## src/rtl/tmr8_pkg.sv

```systemverilog
// Shared types and constants for the eight-bit timer.
// Assumes: pin-action and waveform codes are fixed by the register layout.
package tmr8_pkg;
    localparam int WAVE_W = 3;
    localparam logic [WAVE_W-1:0] WAVE_CTC = 3'd2;

    typedef enum logic [1:0] {
        PIN_OFF = 2'd0,
        PIN_TOG = 2'd1,
        PIN_CLR = 2'd2,
        PIN_SET = 2'd3
    } pin_act_e;

    localparam int NUM_FLAGS = 2;
    localparam int FLAG_OVF  = 0;
    localparam int FLAG_CMP  = 1;
endpackage

```

## src/rtl/tmr8_count.sv

```systemverilog
// Counter core: loads, increments on tick, wraps at all-ones, clears on
// compare in clear-on-compare mode, and reports match and wrap events.
// Assumes: load has priority over tick and masks both events that cycle.
module tmr8_count #(
    parameter int CNT_W = 8
) (
    input  logic             clk,
    input  logic             rst_n,
    input  logic             tick,
    input  logic             ctc_en,
    input  logic [CNT_W-1:0] top_val,
    input  logic             load,
    input  logic [CNT_W-1:0] load_val,
    output logic [CNT_W-1:0] count,
    output logic             match_ev,
    output logic             wrap_ev
);
    localparam logic [CNT_W-1:0] CNT_MAX = {CNT_W{1'b1}};

    logic             step;
    logic             hit;
    logic [CNT_W-1:0] count_nxt;

    // Event decode: a step is a tick not overridden by a load.
    always_comb begin
        step     = tick & ~load;
        hit      = (count == top_val);
        match_ev = step & hit;
        wrap_ev  = step & (count == CNT_MAX);
    end

    // Next-value selection: load, then compare clear, then increment.
    always_comb begin
        if (load)
            count_nxt = load_val;
        else if (step && ctc_en && hit)
            count_nxt = '0;
        else if (step)
            count_nxt = count + 1'b1;
        else
            count_nxt = count;
    end

    // Counter register.
    always_ff @(posedge clk) begin
        if (!rst_n)
            count <= '0;
        else
            count <= count_nxt;
    end

    p_hold_r2: assert property (@(posedge clk) disable iff (!rst_n)
        (!tick && !load) |=> $stable(count));
    p_wrap_zero_r3: assert property (@(posedge clk) disable iff (!rst_n)
        wrap_ev |=> (count == '0));
    p_ctc_clear_r5: assert property (@(posedge clk) disable iff (!rst_n)
        (ctc_en && match_ev) |=> (count == '0));
    p_load_wins_r9: assert property (@(posedge clk) disable iff (!rst_n)
        load |=> (count == $past(load_val)));
    p_zero_top_r10: assert property (@(posedge clk) disable iff (!rst_n)
        (ctc_en && top_val == '0 && count == '0 && tick && !load)
        |=> (count == '0));
endmodule

```

## src/rtl/tmr8_pin.sv

```systemverilog
// Compare output unit: applies the selected action to the pin on a match.
// Assumes: the action is sampled in the same cycle as the match event.
module tmr8_pin
    import tmr8_pkg::*;
(
    input  logic     clk,
    input  logic     rst_n,
    input  logic     match_ev,
    input  pin_act_e act,
    output logic     pin
);
    // Pin register: updated only on a compare match.
    always_ff @(posedge clk) begin
        if (!rst_n)
            pin <= 1'b0;
        else if (match_ev) begin
            case (act)
                PIN_TOG: pin <= ~pin;
                PIN_CLR: pin <= 1'b0;
                PIN_SET: pin <= 1'b1;
                default: pin <= pin;
            endcase
        end
    end

    p_pin_idle_r7: assert property (@(posedge clk) disable iff (!rst_n)
        !match_ev |=> $stable(pin));
    p_pin_set_r7: assert property (@(posedge clk) disable iff (!rst_n)
        (match_ev && act == PIN_SET) |=> pin);
    p_pin_tog_r7: assert property (@(posedge clk) disable iff (!rst_n)
        (match_ev && act == PIN_TOG) |=> (pin != $past(pin)));
endmodule

```

## src/rtl/tmr8_flag.sv

```systemverilog
// Sticky event flag: set by hardware, cleared by a strobe, set wins.
// Assumes: clear strobes are single-cycle and already OR-ed together.
module tmr8_flag (
    input  logic clk,
    input  logic rst_n,
    input  logic set_ev,
    input  logic clr,
    output logic flag
);
    // Flag register with set-over-clear priority.
    always_ff @(posedge clk) begin
        if (!rst_n)
            flag <= 1'b0;
        else if (set_ev)
            flag <= 1'b1;
        else if (clr)
            flag <= 1'b0;
    end

    // Shared by both flags: R4 for overflow, R6 for compare.
    p_set_wins_r4: assert property (@(posedge clk) disable iff (!rst_n)
        set_ev |=> flag);
    p_clear_r6: assert property (@(posedge clk) disable iff (!rst_n)
        (!set_ev && clr) |=> !flag);
    p_sticky_r4: assert property (@(posedge clk) disable iff (!rst_n)
        (!set_ev && !clr) |=> $stable(flag));
endmodule

```

## src/rtl/tmr8_unit.sv

```systemverilog
// Eight-bit timer top: holds the compare and mode registers and connects
// the counter core, the compare output unit and the two event flags.
// Assumes: all write and clear strobes are synchronous to clk.
module tmr8_unit
    import tmr8_pkg::*;
#(
    parameter int CNT_W = 8
) (
    input  logic              clk,
    input  logic              rst_n,
    input  logic              tick,
    input  logic              cnt_wr,
    input  logic [CNT_W-1:0]  cnt_wdata,
    input  logic              cmp_wr,
    input  logic [CNT_W-1:0]  cmp_wdata,
    input  logic              mode_wr,
    input  logic [WAVE_W-1:0] wave_mode,
    input  logic [1:0]        pin_mode,
    input  logic              ovf_ack,
    input  logic              ovf_clr,
    input  logic              cmp_ack,
    input  logic              cmp_clr,
    output logic [CNT_W-1:0]  cnt_q,
    output logic [CNT_W-1:0]  cmp_q,
    output logic              pin_out,
    output logic              ovf_flag,
    output logic              cmp_flag
);
    localparam logic [CNT_W-1:0] CNT_MAX = {CNT_W{1'b1}};

    logic [CNT_W-1:0]  cmp_r;
    logic [WAVE_W-1:0] wave_r;
    pin_act_e          act_r;
    logic              ctc_en;
    logic              match_ev;
    logic              wrap_ev;
    logic [NUM_FLAGS-1:0] set_v;
    logic [NUM_FLAGS-1:0] clr_v;
    logic [NUM_FLAGS-1:0] flag_v;

    // Control registers: compare value and both mode fields.
    always_ff @(posedge clk) begin
        if (!rst_n) begin
            cmp_r  <= '0;
            wave_r <= '0;
            act_r  <= PIN_OFF;
        end else begin
            if (cmp_wr)
                cmp_r <= cmp_wdata;
            if (mode_wr) begin
                wave_r <= wave_mode;
                act_r  <= pin_act_e'(pin_mode);
            end
        end
    end

    // Mode decode: only the waveform field steers the sequence.
    always_comb ctc_en = (wave_r == WAVE_CTC);

    tmr8_count #(.CNT_W(CNT_W)) u_count (
        .clk      (clk),
        .rst_n    (rst_n),
        .tick     (tick),
        .ctc_en   (ctc_en),
        .top_val  (cmp_r),
        .load     (cnt_wr),
        .load_val (cnt_wdata),
        .count    (cnt_q),
        .match_ev (match_ev),
        .wrap_ev  (wrap_ev)
    );

    tmr8_pin u_pin (
        .clk      (clk),
        .rst_n    (rst_n),
        .match_ev (match_ev),
        .act      (act_r),
        .pin      (pin_out)
    );

    // Flag event and clear routing.
    always_comb begin
        set_v[FLAG_OVF] = wrap_ev;
        set_v[FLAG_CMP] = match_ev;
        clr_v[FLAG_OVF] = ovf_ack | ovf_clr;
        clr_v[FLAG_CMP] = cmp_ack | cmp_clr;
    end

    for (genvar g = 0; g < NUM_FLAGS; g++) begin : g_flag
        tmr8_flag u_flag (
            .clk    (clk),
            .rst_n  (rst_n),
            .set_ev (set_v[g]),
            .clr    (clr_v[g]),
            .flag   (flag_v[g])
        );
    end

    always_comb begin
        ovf_flag = flag_v[FLAG_OVF];
        cmp_flag = flag_v[FLAG_CMP];
        cmp_q    = cmp_r;
    end

    p_ovf_set_r3: assert property (@(posedge clk) disable iff (!rst_n)
        (tick && !cnt_wr && cnt_q == CNT_MAX) |=> ovf_flag);
    p_cmp_set_r6: assert property (@(posedge clk) disable iff (!rst_n)
        (tick && !cnt_wr && cnt_q == cmp_q) |=> cmp_flag);
    p_no_event_on_write_r9: assert property (@(posedge clk) disable iff (!rst_n)
        (cnt_wr && !ovf_flag && !cmp_flag) |=> (!ovf_flag && !cmp_flag));
endmodule

```

## config.mk

```make
export PLATFORM = sky130hd
export DESIGN_NAME = tmr8_unit
export DESIGN_NICKNAME = d
export VERILOG_FILES = /design/src/rtl/tmr8_pkg.sv /design/src/rtl/tmr8_count.sv /design/src/rtl/tmr8_pin.sv /design/src/rtl/tmr8_flag.sv /design/src/rtl/tmr8_unit.sv
export SDC_FILE = /design/constraint.sdc
export NUM_CORES = 1
export LEC_CHECK = 0
export BUFFER_PORTS_ARGS = -buffer_cell sky130_fd_sc_hd__buf_2
export CAP_MARGIN = 20
export CORE_UTILIZATION = 47
export CTS_CLUSTER_DIAMETER = 100
export DETAILED_ROUTE_END_ITERATION = 8
export PLACE_DENSITY_LB_ADDON = 0.08
export SKIP_LAST_GASP = 1
export SLEW_MARGIN = 5
export SYNTH_ARGS = -nofsm -noshare
export SYNTH_HDL_FRONTEND = slang
export SYNTH_SLANG_ARGS = --single-unit
```

## constraint.sdc

```tcl
create_clock -name clk -period 1.9 [get_ports clk]
set_input_delay 0.095 -clock clk [delete_from_list [all_inputs] [get_ports clk]]
set_output_delay 0.095 -clock clk [all_outputs]
set_load 0.01 [all_outputs]
```

# Yosys cells after proc, flatten, opt, wreduce, memory -nomap -nowiden
# Index checks and enable logic that the tools add are counted.
[word_totals] ff_bits=24 input_bits=31 out_inout_bits=19 elab_cells=36
[classes] addsub=1 n_eq_ne=6 muxes=8 bitwise=7 reduce_logical=7
[ops] op="2-to-1 mux 8 bit" n=3
[ops] op="adder 8 x 1 -> 8 bit, second input constant" n=1
[ops] op="equality test 8 bit" n=1
[ops] op="equality test 8 bit, second input constant" n=1
[ops] op="nonzero test 3 bit" n=2
[ops] op="equality test 2 bit, second input constant" n=2
[ops] op="2-to-1 mux 1 bit" n=4
[ops] op="nonzero test 2 bit" n=2
[ops] op="AND 1 bit" n=3
[ops] op="equality test 3 x 2 -> 1 bit, second input constant" n=1
[ops] op="case mux 1 bit (3 select lines)" n=1
[ops] op="equality test 2 x 1 -> 1 bit, second input constant" n=1
[ops] op="logical AND 1 bit" n=2
[ops] op="NOT 1 bit" n=2
[ops] op="OR 1 bit" n=2
[ops] op="AND reduction 2 bit" n=1

# Longest topological paths before layout
[depth] depth_word=6 mapped_depth=5 depth_no_buf=5

# Hierarchy
# A second synthesis with hierarchy kept.
[unflattened] hier_cells=142 hier_area_um2=1323.8
[by_module_without_submodules] mod="tmr8_count" n_inst=1 cells_each=85 area_per_inst_um2=674.4 seq_area_each_um2=160.2
[by_module_without_submodules] mod="tmr8_unit" n_inst=1 cells_each=45 area_per_inst_um2=515.5 seq_area_each_um2=260.2
[by_module_without_submodules] mod="tmr8_flag" n_inst=2 cells_each=3 area_per_inst_um2=41.3 seq_area_each_um2=20.0
[by_module_without_submodules] mod="tmr8_pin" n_inst=1 cells_each=6 area_per_inst_um2=51.3 seq_area_each_um2=20.0

# Least setup slack after synthesis
# No wires, ideal clock.
[synth_timing] path_type="register to register" from="reg u_count.count[1]" to="reg u_count.count[1]" setup_time_ns=0.136 arrival_ns=1.358 required_time_ns=1.764 slack_ns=0.406 path_stages_with_launch=5 path_buffers=0 period_less_slack_ns=1.494 path_cell_list="dfxtp_1 xnor2_1 nand4_1 nor4_4 o32ai_1"
[synth_between] elab_chain_len=4 elab_cells_between_ends=7 classes_between="add/sub (1); eq/ne (1); mux (3); reduce/logical (2)"
[synth_lines] element="start: declaration" line_no="tmr8_count.sv:14" source="output logic [CNT_W-1:0] count,"
[synth_lines] element="start signal: assignment" line_no="tmr8_count.sv:49" source="count <= count_nxt;"
[synth_lines] element="adder 8 x 1 -> 8 bit / equality test 8 bit (equally long branches)" line_no="tmr8_count.sv:39, tmr8_count.sv:27"
[synth_lines] element="2-to-1 mux 8 bit / logical AND 1 bit (equally long branches)" line_no="tmr8_count.sv:38, tmr8_count.sv:36"
[synth_lines] element="2-to-1 mux 8 bit" line_no="tmr8_count.sv:36" source="else if (step && ctc_en && hit)"
[synth_lines] element="2-to-1 mux 8 bit" line_no="tmr8_count.sv:34" source="if (load)"
# Several ways; a longest one is shown, not always the timed one. The select of a mux whose other input is x is not followed.
# A chain may end at the register's enable or synchronous reset.

# Final worst setup path
[layout_timing] from="reg u_count.count[0]" to="reg u_count.count[7]"
# The elaborated chain is that of the path after synthesis.

==> run metrics <==
CTS tree built; Avg WL per Cell 13.5 µm; fraction of the yosys area taken by sequential cells around two fifths; most numerous cell in the Yosys netlist dfxtp_1; DRC 0; vias in the first global route 1066; Setup Viol. Count Final 0; Warnings, synthesis 0; hold_sp ovf_ack; GPL Wtd Cong 0.825; Final WS setup about 160 ps; dpl cells 209; area share of fa/ha/maj cells after synthesis 1.04%; chip width 52.7 µm; die height 52.7 µm; worst vdd ir 462 µV; Port Buffers 49; setup repair after global routing missed its margin no; Total Routing Usage GR 23.1%; router iterations before antenna repair 4; IO Pins 50; Starting Density between 40 and 50%; setup tns final 0 ps; EDFF count, synth 0; xor/xnor share of the synthesized area 6.52%; Post-Syn Nets 169; gr ovfl total 0; worst r2r dst u_count.count[7]; syn avg cell area around 8.8 µm²; Pins Over Slew Limit 0; CP startpoint kind flop; Syn Inst Count 137; WS Path Type flop to flop; WHS Path Cells 4; CP Capture Type flop; initial antenna violation count 0; Synth Cell Area 1210 µm²; vias per std cell 5.31; Hold Path Class input pin to flop; worst-margin pin slew 653 ps; max cap viols 0; Async SR Flop Fraction 0%; Final ANT Viol Nets 0; synth unique cells 30; r2r setup slk approximately 160 ps; Hold EP g_flag[0].u_flag.flag; Final Hold Viols 0; top cell type's share of synthesized area between 30% and 40%; ys flop type dfxtp_1; HPWL Detailed 2140 µm; Max clock buf depth 2; Synth Area in Simple Gates 24.6%; Die Area 2780 µm²; post-layout min period approximately 1700 ps; multiplexer area fraction after synthesis a little over an eighth; Sink Count 24; Net count, final 221; fin cells 218; WP data required 2090 ps; most frequent cells after synthesis dfxtp_1, nor2_1, mux2i_1; first-pass GRT wire length 4760 µm; CTS clock-pin slew for the worst setup and hold paths ~140 ps; outcome finished clean; Total Wirelength 2950 µm; post-CTS sizing 0; reg-to-reg startpoint u_count.count[0]; Synth Area in Compound Gates 11.6%; core area ~2500 µm²; Clock Latency Late Sink 320 ps; layout cells sized above 1 just under 30%; number of core rows 18; dpl ws 172 ps; CTS H-tree depth 1; ANT cells 0; Synth area leader dfxtp_1; largest family of logic cells by synthesized area simple AND/OR/NAND/NOR gates; top post-synthesis cells by area dfxtp_1, mux2i_1, nor2_1; relative slew slack a little under three fifths; Worst Path Max Fanout 8; Achievable Freq 575 MHz; Lkg Pwr 0.714 nW; Yosys reg bits 24; initial DRC count 13; crit path DAT between 1500 and 2000 ps; Tcrit/Tclk final 91.5%; PD cells 738 nW/µm²; DR vias 1157; area delta synth->final 29.9%; CTS Buf Count 3; reg2reg path depth 4; CTS root buf clkbuf_4; largest net degree at the start of global routing 22; Setup Skew 2.94 ps
flip-flops by register name (all words and copies together), names as in the netlist:
signal,count
wave_r,3
cmp_q,8
u_pin.pin,1
u_count.count,8
g_flag.u_flag.flag,2
act_r,2
placed cells by master, fill, tap and decap left out:
cell type / n
a21oi_1: 10
a22o_1: 1
and3_2: 1
and4_1: 1
buf_2: 49
buf_4: 1
bufinv_16: 1
clkbuf_4: 3
dfxtp_1: 24
dlygate4sd3_1: 5
ha_1: 1
inv_1: 2
mux2i_1: 16
nand2_1: 9
nand2b_1: 1
nand3_1: 5
nand3b_1: 2
nand4_1: 3
nor2_1: 21
nor3_1: 2
nor3b_1: 6
nor4_1: 1
nor4_4: 1
o211ai_1: 1
o21ai_0: 1
o31ai_1: 1
o32ai_1: 6
o41ai_1: 1
or3_1: 1
or4_1: 2
xnor2_1: 8
xor2_1: 1
layout make-up:
| class | count | area, µm² |
|---|---|---|
| Clock inverter | 1 | 30.0 |
| Fill cell | 225 | 885 |
| Sequential cell | 24 | 480 |
| Multi-Input combinational cell | 103 | 689 |
| Timing Repair Buffer | 55 | 303 |
| Clock buffer | 3 | 22.5 |
| Tap cell | 30 | 37.5 |
| Inverter | 2 | 7.51 |
logic make-up after synthesis:
logic type                 Yosys count
AOI/OAI and AO/OA                   21
DFF                                 24
muxes                               16
adders and majority gates            1
xor gates and xnor gates             9
and+or+nand+nor                     56
buffers and inverters               10
per-layer routing:
metal	wire length, µm	track usage (%)
met1	1320	26.8
met2	1450	42.0
met3	144	3.77
met4	31	7.89
met5	0	0
worst max-delay path by stage:
stage                     start                to  cells after the start
3_3_place_gp   u_count.count[3]  u_count.count[7]                      4
3_5_place_dp   u_count.count[3]  u_count.count[4]                      4
2_1_floorplan  u_count.count[1]  u_count.count[1]                      4
6_report       u_count.count[0]  u_count.count[7]                      4
5_1_grt        u_count.count[3]  u_count.count[3]                      4
4_1_cts        u_count.count[3]  u_count.count[3]                      4
power by group:
group / total [mW] / switching, mW / internal [mW]
Clock: 0.376 / 0.162 / 0.213
Sequential: 0.571 / 0.0380 / 0.533
Combinational: 0.211 / 0.107 / 0.104
stage by stage:
stage                     power (mW)  cell area (µm²)  util (%)  hold slack (ps)
final                           1.16             1570      64.0             6.64
after detailed placement       0.785             1470      59.8              338
after floorplan                0.703             1210         -              198
after global placement         0.778             1470      59.8              327
after CTS                       1.17             1570      64.0             3.37
after global routing            1.21             1570      64.0             7.84
worst max-delay path, stage by stage, from the launching register on:
cell and delay [ps]:
dfxtp_1 510, xnor2_1 160, nand3_1 190, nor4_4 560
o32ai_1 180
timing repair:
action | 4_1_cts | 5_1_grt
hold buffers | 5 | 0
buffers inserted | 0 | 0
hold endpoints to repair | 5 | 0
No activity file was read; power rests on OpenSTA's default activity.
